### config.mk
export PLATFORM = sky130hd
export DESIGN_NAME = cda_conv
export DESIGN_NICKNAME = d
export VERILOG_FILES = /design/src/rtl/cda_pkg.sv /design/src/rtl/cda_class_dec.sv /design/src/rtl/cda_group_rom.sv /design/src/rtl/cda_rotator.sv /design/src/rtl/cda_shift_acc.sv /design/src/rtl/cda_conv.sv
export SDC_FILE = /design/constraint.sdc
export NUM_CORES = 1
export LEC_CHECK = 0
export ABC_AREA = 0
export BUFFER_PORTS_ARGS = -buffer_cell sky130_fd_sc_hd__buf_2
export CELL_PAD_IN_SITES_DETAIL_PLACEMENT = 1
export CELL_PAD_IN_SITES_GLOBAL_PLACEMENT = 1
export CORE_MARGIN = 2
export CORE_UTILIZATION = 40
export CTS_BUF_LIST = sky130_fd_sc_hd__clkbuf_16
export CTS_CLUSTER_DIAMETER = 30
export CTS_CLUSTER_SIZE = 40
export DETAILED_ROUTE_END_ITERATION = 10
export PLACE_DENSITY = 0.77
export SETUP_SLACK_MARGIN = 0.15
export SYNTH_ARGS = -nofsm -noshare
export SYNTH_HDL_FRONTEND = slang
export SYNTH_SLANG_ARGS = --single-unit
### constraint.sdc
create_clock -name clk -period 8.3 [get_ports clk]
set_input_delay 0.415 -clock clk [delete_from_list [all_inputs] [get_ports clk]]
set_output_delay 0.415 -clock clk [all_outputs]
set_load 0.005 [all_outputs]
### src/rtl/cda_pkg.sv
package cda_pkg;
   localparam int CLASSES = 6;
   localparam int PTS     = 4;

   // seed pattern of each rotation class
   function automatic logic [3:0] seed_pat(input int g);
      case (g)
         0:       return 4'b0000;
         1:       return 4'b0001;
         2:       return 4'b0011;
         3:       return 4'b0101;
         4:       return 4'b0111;
         default: return 4'b1111;
      endcase
   endfunction

   // res[i] = p[i - r]
   function automatic logic [3:0] rotl4(input logic [3:0] p, input int r);
      logic [3:0] res;
      for (int i = 0; i < PTS; i++) res[i] = p[(i - r + PTS) % PTS];
      return res;
   endfunction

   // res[i] = p[i + r]
   function automatic logic [3:0] rotr4(input logic [3:0] p, input int r);
      logic [3:0] res;
      for (int i = 0; i < PTS; i++) res[i] = p[(i + r) % PTS];
      return res;
   endfunction
endpackage

### src/rtl/cda_class_dec.sv
module cda_class_dec #(
   parameter int N_PTS = 4,
   parameter int GW    = 3,
   parameter int RW    = 2
) (
   input  logic [N_PTS-1:0] plane,
   output logic [GW-1:0]    grp,
   output logic [RW-1:0]    rot
);
   // search descending so the smallest matching rotation wins
   always_comb begin
      grp = '0;
      rot = '0;
      for (int r = N_PTS - 1; r >= 0; r--) begin
         for (int g = 0; g < cda_pkg::CLASSES; g++) begin
            if (cda_pkg::rotr4(plane, r) == cda_pkg::seed_pat(g)) begin
               grp = GW'(g);
               rot = RW'(r);
            end
         end
      end
   end
endmodule

### src/rtl/cda_group_rom.sv
module cda_group_rom #(
   parameter int N_PTS = 4,
   parameter int W     = 16,
   parameter int PW    = 18,
   parameter int GW    = 3,
   parameter logic [N_PTS*W-1:0] COEF = '0
) (
   input  logic [GW-1:0]                 grp,
   output logic [N_PTS-1:0][PW-1:0]      words
);
   localparam int DEPTH = cda_pkg::CLASSES * N_PTS;

   // word j of class g: partial sum feeding output j when the plane equals the seed
   function automatic logic [PW-1:0] rom_word(input int g, input int j);
      logic [3:0]   s;
      logic [W-1:0] c;
      logic [PW-1:0] sum;
      s   = cda_pkg::seed_pat(g);
      sum = '0;
      for (int n = 0; n < N_PTS; n++) begin
         if (s[n]) begin
            c   = COEF[((j - n + N_PTS) % N_PTS) * W +: W];
            sum = sum + {{(PW-W){c[W-1]}}, c};
         end
      end
      return sum;
   endfunction

   logic [PW-1:0] tab [DEPTH];

   for (genvar i = 0; i < DEPTH; i++) begin : g_tab
      assign tab[i] = rom_word(i / N_PTS, i % N_PTS);
   end

   for (genvar j = 0; j < N_PTS; j++) begin : g_rd
      assign words[j] = tab[int'(grp) * N_PTS + j];
   end
endmodule

### src/rtl/cda_rotator.sv
module cda_rotator #(
   parameter int N_PTS = 4,
   parameter int PW    = 18,
   parameter int RW    = 2
) (
   input  logic [N_PTS-1:0][PW-1:0] din,
   input  logic [RW-1:0]            rot,
   output logic [N_PTS-1:0][PW-1:0] dout
);
   // output k takes seed word (k - rot) mod N
   for (genvar k = 0; k < N_PTS; k++) begin : g_k
      logic [RW-1:0] idx;
      assign idx     = RW'(k) - rot;
      assign dout[k] = din[idx];
   end
endmodule

### src/rtl/cda_shift_acc.sv
module cda_shift_acc #(
   parameter int W  = 16,
   parameter int PW = 18,
   parameter int AW = 34
) (
   input  logic                 clk,
   input  logic                 rst_n,
   input  logic                 clr,
   input  logic                 en,
   input  logic                 neg,
   input  logic [PW-1:0]        pp,
   output logic signed [AW-1:0] acc
);
   logic signed [AW-1:0] ext, shl, addend;

   always_comb begin
      ext    = {{(AW-PW){pp[PW-1]}}, pp};
      shl    = ext <<< (W - 1);
      addend = neg ? -shl : shl;
   end

   always_ff @(posedge clk or negedge rst_n) begin
      if (!rst_n)   acc <= '0;
      else if (clr) acc <= '0;
      else if (en)  acc <= (acc >>> 1) + addend;
   end
endmodule

### src/rtl/cda_conv.sv
module cda_conv #(
   parameter int N_PTS = 4,
   parameter int W     = 16,
   parameter logic [N_PTS*W-1:0] COEF = {16'h8000, 16'h7FFF, 16'hA460, 16'h3039}
) (
   input  logic                     clk,
   input  logic                     rst_n,
   input  logic                     start,
   input  logic [N_PTS*W-1:0]       x_in,
   output logic [N_PTS*(2*W+2)-1:0] y_out,
   output logic                     done
);
   localparam int AW = 2 * W + 2;
   localparam int PW = W + 2;
   localparam int BW = $clog2(W);
   localparam int GW = $clog2(cda_pkg::CLASSES);
   localparam int RW = $clog2(N_PTS);

   initial begin
      assert (N_PTS == cda_pkg::PTS) else $error("cda_conv: N_PTS must be 4");
      assert (W >= 2) else $error("cda_conv: W must be at least 2");
   end

   logic                      busy;
   logic [BW-1:0]             bit_idx;
   logic [W-1:0]              xr [N_PTS];
   logic [N_PTS-1:0]          plane;
   logic [GW-1:0]             grp;
   logic [RW-1:0]             rot;
   logic [N_PTS-1:0][PW-1:0]  gwords, owords;
   logic                      accept, last;

   assign accept = start && !busy;
   assign last   = (bit_idx == BW'(W - 1));

   always_ff @(posedge clk or negedge rst_n) begin
      if (!rst_n) begin
         busy    <= 1'b0;
         bit_idx <= '0;
         done    <= 1'b0;
         for (int n = 0; n < N_PTS; n++) xr[n] <= '0;
      end else begin
         done <= 1'b0;
         if (accept) begin
            busy    <= 1'b1;
            bit_idx <= '0;
            for (int n = 0; n < N_PTS; n++) xr[n] <= x_in[n*W +: W];
         end else if (busy) begin
            if (last) begin
               busy <= 1'b0;
               done <= 1'b1;
            end else begin
               bit_idx <= bit_idx + 1'b1;
            end
         end
      end
   end

   for (genvar n = 0; n < N_PTS; n++) begin : g_plane
      assign plane[n] = xr[n][bit_idx];
   end

   cda_class_dec #(.N_PTS(N_PTS), .GW(GW), .RW(RW)) u_dec (
      .plane(plane), .grp(grp), .rot(rot));

   cda_group_rom #(.N_PTS(N_PTS), .W(W), .PW(PW), .GW(GW), .COEF(COEF)) u_rom (
      .grp(grp), .words(gwords));

   cda_rotator #(.N_PTS(N_PTS), .PW(PW), .RW(RW)) u_rot (
      .din(gwords), .rot(rot), .dout(owords));

   for (genvar k = 0; k < N_PTS; k++) begin : g_acc
      logic signed [AW-1:0] acc;
      cda_shift_acc #(.W(W), .PW(PW), .AW(AW)) u_acc (
         .clk(clk), .rst_n(rst_n), .clr(accept), .en(busy),
         .neg(last), .pp(owords[k]), .acc(acc));
      assign y_out[k*AW +: AW] = acc;
   end
endmodule

==> results of run 1 <==
==> state kept, by name, summed over array words and instances, names as in the netlist <==
name	flops
xr	64
bit_idx	4
busy	1
g_acc.u_acc.acc	136
done	1
==> worst paths after layout <==
| path | start | to | slack [ps] |
|---|---|---|---|
| max in group asynchronous | rst_n | busy$_DFF_PN0_ | 6460 |
| worst max-delay path | bit_idx[0]$_DFFE_PN0P_ | g_acc[3].u_acc.acc[33]$_DFFE_PN0P_ | 730 |
| min in group asynchronous | rst_n | xr[24]$_DFFE_PN0P_ | 450 |
| worst min register to register | g_acc[0].u_acc.acc[0]$_DFFE_PN0P_ | g_acc[0].u_acc.acc[0]$_DFFE_PN0P_ | 490 |
| worst max register to register | bit_idx[0]$_DFFE_PN0P_ | g_acc[3].u_acc.acc[33]$_DFFE_PN0P_ | 730 |
| worst min-delay path | x_in[47] | xr[31]$_DFFE_PN0P_ | 50 |
==> through the flow <==
step                setup slack (ps)  instance area, sq um  std cells  hold WS (ps)  util [%]
floorplan                        971                 13500       1374           119         -
global placement                 547                 14800       1971           473      44.5
detailed placement               247                 14800       1971           485      44.5
CTS                              182                 16800       2071          20.3      50.3
global route                     116                 16900       2077          37.5      50.7
finish                           727                 16900       2077          54.4      50.7
==> cell families after synthesis <==
family	synth area share (%)
compound gates	21.4
xor+xnor	6.46
fa+ha+maj	8.50
buf+inv	4.52
flops	38.3
mux	9.07
simple gates	11.8
==> area by class of cell <==
| class | count | area share (%) |
|---|---|---|
| flip-flops and latches | 206 | 30.5 |
| clock buffers | 55 | 8.14 |
| multi-input cells | 1032 | 45.9 |
| inverters | 58 | 1.31 |
| repair buffers | 234 | 7.45 |
| well taps | 448 | 3.32 |
| clock inverters | 44 | 3.29 |
==> cell usage in the layout, fill, tap and decap left out, types with 7 or more instances in the layout <==
cell type,synthesis,routed
o22ai_1,8,8
mux2_2,68,68
bufinv_16,0,9
a22o_1,70,70
o31ai_1,13,13
a21oi_1,65,63
mux4_2,14,14
o211ai_1,12,12
a31oi_1,16,16
and2_1,7,7
clkbuf_16,0,55
mux2i_1,9,9
clkinv_4,0,13
nand2_1,136,136
ha_1,85,80
nor2_1,75,71
o21ai_0,107,107
and3_1,8,8
a211oi_1,13,13
nor3_1,39,38
xor2_1,43,43
dfrtp_1,206,202
nand3_1,31,31
o21bai_1,8,8
xnor2_1,51,51
a21o_1,22,21
or3_1,9,9
inv_1,53,53
nand2b_1,11,11
buf_4,10,30
buf_2,6,202
==> timing repair <==
item | 4_1_cts | 5_1_grt
setup buffers | 0 | 6
setup endpoints to repair | 0 | 26
resized for setup | 0 | 22
hold buffers | 1 | 0
hold endpoints to repair | 82 | 0
==> critical path, delay by kind of cell, from the launching register on <==
family | cells | cell delay [ps]
fa+ha+maj | 3 | 1230
xor+xnor | 1 | 240
compound gates | 13 | 2470
simple gates | 8 | 1300
buf+inv | 6 | 1080
flops | 1 | 550
mux | 2 | 590
==> routing by layer <==
metal,track usage [%],vias up,share of wire [%],routed length (um)
li1,-,5479,-,-
met1,30.7,5770,44,18400
met2,40.5,308,49,20600
met3,4.84,78,4.7,1970
met4,7.30,4,2.3,975
met5,0,-,0.057,24
==> impl_summary.log, run 1 <==
INFO  metric route.detailed.vias_per_inst = 5.60
INFO  metric worstRegToRegCells = 33
INFO  metric detailedPlacementHpwl = 28.6 mm
INFO  metric register_cell_area_after_layout = 5160 sq um
INFO  metric antenna_cells_inserted = 0
INFO  metric timing.max_cap.violations = 0
INFO  metric run_status = finished, final reports clean
INFO  metric syn_nets = 1530
INFO  metric slew_viol_final = 0
INFO  metric grt_overflow = 0
INFO  metric final_antenna_net_count = 0
INFO  metric clockBufferDepth = 3
INFO  metric post_synth_inst_count = 1374
INFO  metric grt.total_usage = 23.9%
INFO  metric critical_path_arrival = 8040 ps
INFO  metric wl_per_cell = 20.2 um
INFO  metric yosys_warnings = 0
INFO  metric layout-area-overhead-vs-synth = 25.6%
INFO  metric routed_wire_length = 42.0 mm
INFO  metric post_synth_instance_area = 13500 sq um
INFO  metric place.port_buffers = 203
INFO  metric first_pass_grt_wire_length = 67.8 mm
INFO  metric finalWeightedCongestion = 0.924
INFO  metric cpMaxStageDelayCell = dfrtp_2
INFO  metric floorplan.die.height = 187 um
INFO  metric grt_antenna_before_repair = 2
INFO  metric clock.fmax = 132 MHz
INFO  metric design.core.area = 33400 sq um
INFO  metric starting_utilization_of_the_core_area = 40.3%
INFO  metric number_of_distinct_library_cells_after_synthesis = 91
INFO  metric post-synth-top-area-fraction = 38.3%
INFO  metric synthMostInstantiatedCell = dfrtp_1
INFO  metric tritoncts_clock_tree = done
INFO  metric row_count = 67
INFO  metric report.final.hold_viol_count = 0
INFO  metric grt_pass1_vias = 12300
INFO  metric post-route-drc-count = 0
INFO  metric layout_worst_path_cycle_share = 91.2%
INFO  metric synth_seq_area_share = 38.3%
INFO  metric critical_path_class = reg2reg
INFO  metric worst-endpoint-required = 8760 ps
INFO  metric clock_latency = 590 ps
INFO  metric crit_path_max_fanout = 12
INFO  metric ys_seq_elements = 206
INFO  metric setup_violations = 0
INFO  metric synth_edf_count = 0
INFO  metric headroom_to_the_max_slew_limit = 29.7%
INFO  metric final_min_period = 7570 ps
INFO  metric cpPeakStageDelay = 550 ps
INFO  metric synth_top_cell_by_area = dfrtp_1
INFO  metric synthFlopType = dfrtp_1
INFO  metric ioPinCount = 204
INFO  metric syn-mean-instance-area = 9.79 sq um
INFO  metric fp.dieW = 187 um
INFO  metric setup_total_negative_slack = 0 ps
INFO  metric cts_buf_count = 54
INFO  metric critical_path.most_common_cell = o21ai_0
INFO  metric rsz0062_at_grt = true
INFO  metric number_of_detailed_routing_iterations_run_before_antenna_repair = 5
INFO  metric fin_skew = 33.4 ps
INFO  metric fillers = 3771
INFO  metric cts.sinks = 206
INFO  metric max_slew.worst_pin.slew = 1050 ps
INFO  metric netlist_top_cells_count = dfrtp_1 (206), nand2_1 (136), o21ai_0 (107)
INFO  metric drive_gt1_share = 28.2%
INFO  metric vias = 11600
INFO  metric synth_area_leaders = dfrtp_1 (38%), ha_1 (7.9%), mux2_2 (5.7%)
INFO  metric clkTransAtPathRegs = 50 ps
INFO  metric holdCritPathClass = in2reg
INFO  metric multi_input_comb_area = 7760 sq um
INFO  metric cp-end-kind = flop
INFO  metric critPathLaunchType = flop
INFO  metric htree_num_levels = 2
INFO  metric cts-root-buf = clkbuf_16
INFO  metric drtIter0Drc = 725
INFO  metric async_set_or_reset_flop_fraction_in_the_synthesized_netlist = 100%
INFO  metric final_net_count = 1742
INFO  metric grt_start_max_net_pins = 97
INFO  metric floorplan_die_area = 35100 sq um
INFO  metric holdPathStages = 2
Power of run 1 is not shown: default switching activity piles up to over one toggle a cycle in this logic, so the estimate is an artifact.
==> run 2, diff against run 1 <==
Settings changed: ABC_AREA 0 to not set, PLACE_DENSITY 0.77 to 0.78.
==> impl_summary.log, run 2 (synthesis gave the netlist of run 1 again) <==
INFO  metric floorplan_die_area = 35100 sq um
INFO  metric cp-end-kind = flop
INFO  metric number_of_detailed_routing_iterations_run_before_antenna_repair = 5
INFO  metric wl_per_cell = 20.3 um
INFO  metric cpPeakStageDelay = 480 ps
INFO  metric top_register = g_acc.u_acc.acc
INFO  metric place.port_buffers = 203
INFO  metric layout_worst_path_cycle_share = 91.3%
INFO  metric grt_antenna_before_repair = 0
INFO  metric timing.max_cap.violations = 0
INFO  metric clock_latency = 600 ps
INFO  metric grt_overflow = 0
INFO  metric route.detailed.vias_per_inst = 5.61
INFO  metric drive_gt1_share = 27.6%
INFO  metric critical_path_arrival = 8030 ps
INFO  metric setup_violations = 0
INFO  metric clock.fmax = 132 MHz
INFO  metric critical_path_class = reg2reg
INFO  metric fin_skew = 27.0 ps
INFO  metric cts.sinks = 206
INFO  metric fp.dieW = 187 um
INFO  metric ioPinCount = 204
INFO  metric timing.reg2reg.setup_slack = 720 ps
INFO  metric cts_buf_count = 51
INFO  metric holdPathStages = 2
INFO  metric setup_total_negative_slack = 0 ps
INFO  metric largest_register_ff_count = 136
INFO  metric design.core.area = 33400 sq um
INFO  metric floorplan.die.height = 187 um
INFO  metric max_slew.worst_pin.slew = 942 ps
INFO  metric crit_path_max_fanout = 13
INFO  metric worstRegToRegCells = 33
INFO  metric critical_path_buf_inv_count = 6
INFO  metric detailedPlacementHpwl = 28.3 mm
INFO  metric report.final.hold_viol_count = 0
INFO  metric starting_utilization_of_the_core_area = 40.3%
INFO  metric grt.total_usage = 23.9%
INFO  metric first_pass_grt_wire_length = 67.6 mm
INFO  metric cts-root-buf = clkbuf_16
INFO  metric layout-area-overhead-vs-synth = 24.1%
INFO  metric multi_input_comb_area = 7760 sq um
INFO  metric worst-endpoint-required = 8760 ps
INFO  metric cpMaxStageDelayCell = dfrtp_2
INFO  metric top_family_by_delay_on_critical_path = compound AO/OA/AOI/OAI gates
INFO  metric critical_path.most_common_cell = o21ai_0
INFO  metric worstHoldStart = x_in[58]
INFO  metric tritoncts_clock_tree = done
INFO  metric drtIter0Drc = 725
INFO  metric clockBufferDepth = 3
INFO  metric final_antenna_net_count = 0
INFO  metric headroom_to_the_max_slew_limit = 37.2%
INFO  metric run_status = finished, final reports clean
INFO  metric critPathLaunchType = flop
INFO  metric slew_viol_final = 0
INFO  metric holdCritPathClass = in2reg
INFO  metric worst_r2r_endpoint = g_acc[3].u_acc.acc[33]$_DFFE_PN0P_
INFO  metric fillers = 3779
INFO  metric row_count = 67
INFO  metric register_cell_area_after_layout = 5160 sq um
INFO  metric antenna_cells_inserted = 0
INFO  metric grt_pass1_vias = 12300
INFO  metric grt_start_max_net_pins = 88
INFO  metric post-route-drc-count = 0
INFO  metric finalWeightedCongestion = 0.920
INFO  metric htree_num_levels = 2
INFO  metric most-common-layout-cells = dfrtp_1 (202), buf_2 (202), nand2_1 (136), o21ai_0 (106), ha_1 (80)
INFO  metric clkTransAtPathRegs = 50 ps
INFO  metric routed_wire_length = 42.0 mm
INFO  metric rsz0062_at_grt = false
INFO  metric final_net_count = 1736
INFO  metric largest_registers = g_acc.u_acc.acc: 136 flops, xr: 64 flops, bit_idx: 4 flops
INFO  metric r2r-start = bit_idx[2]$_DFFE_PN0P_
INFO  metric vias = 11600
INFO  metric final_min_period = 7580 ps
INFO  metric capture_endpoint_of_the_worst_hold_path = xr[10]$_DFFE_PN0P_
run 2: cell types whose count changed in the layout (fill, tap and decap cells not counted), moves of 2 or more:
cell / before / now
clkbuf_16: 55 / 52
buf_4: 30 / 27
clkinv_4: 13 / 8
inv_1: 53 / 56
clkinvlp_4: 5 / 7
bufinv_16: 9 / 6
run 2: through the flow:
stage / setup slack [ps] / cells / hold WS (ps) / instance area (sq um) / util, %
floorplan: 971 / 1374 / 119 / 13500 / -
global placement: 576 / 1970 / 473 / 14800 / 44.5
detailed placement: 256 / 1970 / 481 / 14800 / 44.5
CTS: 165 / 2064 / 23.3 / 16600 / 49.8
global route: 147 / 2068 / 47.1 / 16700 / 50.1
finish: 723 / 2068 / 49.6 / 16700 / 50.1
run 2: per-layer routing:
metal | track usage [%] | vias to the layer above | share of wire, %
met4 | 8.06 | 0 | 2.4
met3 | 4.09 | 67 | 4.4
met5 | 0 | - | 0
met1 | 30.7 | 5813 | 43
met2 | 40.9 | 288 | 50
li1 | - | 5443 | -
run 2: how the worst max path moves through the flow:
stage               depth (start not counted)                            endpoint              startpoint
finish                                     33  g_acc[3].u_acc.acc[33]$_DFFE_PN0P_  bit_idx[2]$_DFFE_PN0P_
global route                               33  g_acc[3].u_acc.acc[33]$_DFFE_PN0P_  bit_idx[2]$_DFFE_PN0P_
CTS                                        32  g_acc[3].u_acc.acc[33]$_DFFE_PN0P_  bit_idx[3]$_DFFE_PN0P_
detailed placement                         32  g_acc[3].u_acc.acc[33]$_DFFE_PN0P_  bit_idx[3]$_DFFE_PN0P_
global placement                           33  g_acc[3].u_acc.acc[33]$_DFFE_PN0P_  bit_idx[2]$_DFFE_PN0P_
floorplan                                  33  g_acc[0].u_acc.acc[33]$_DFFE_PN0P_  bit_idx[3]$_DFFE_PN0P_
run 2: layout make-up:
cell class	instances	area share (%)
timing repair buffer	231	7.41
clock buffer	52	7.79
inverter	58	1.33
sequential	206	30.9
clock inverter	41	2.72
multi-input combinational	1032	46.5
tap	448	3.36
run 2: repair_timing:
item	4_1_cts	5_1_grt
setup endpoints to repair	1	31
gates cloned	0	0
hold buffers	1	0
buffers inserted	0	4
hold endpoints to repair	79	0
resized for setup	1	22
pin swaps	0	2
Power of run 2 is left out for the same reason.
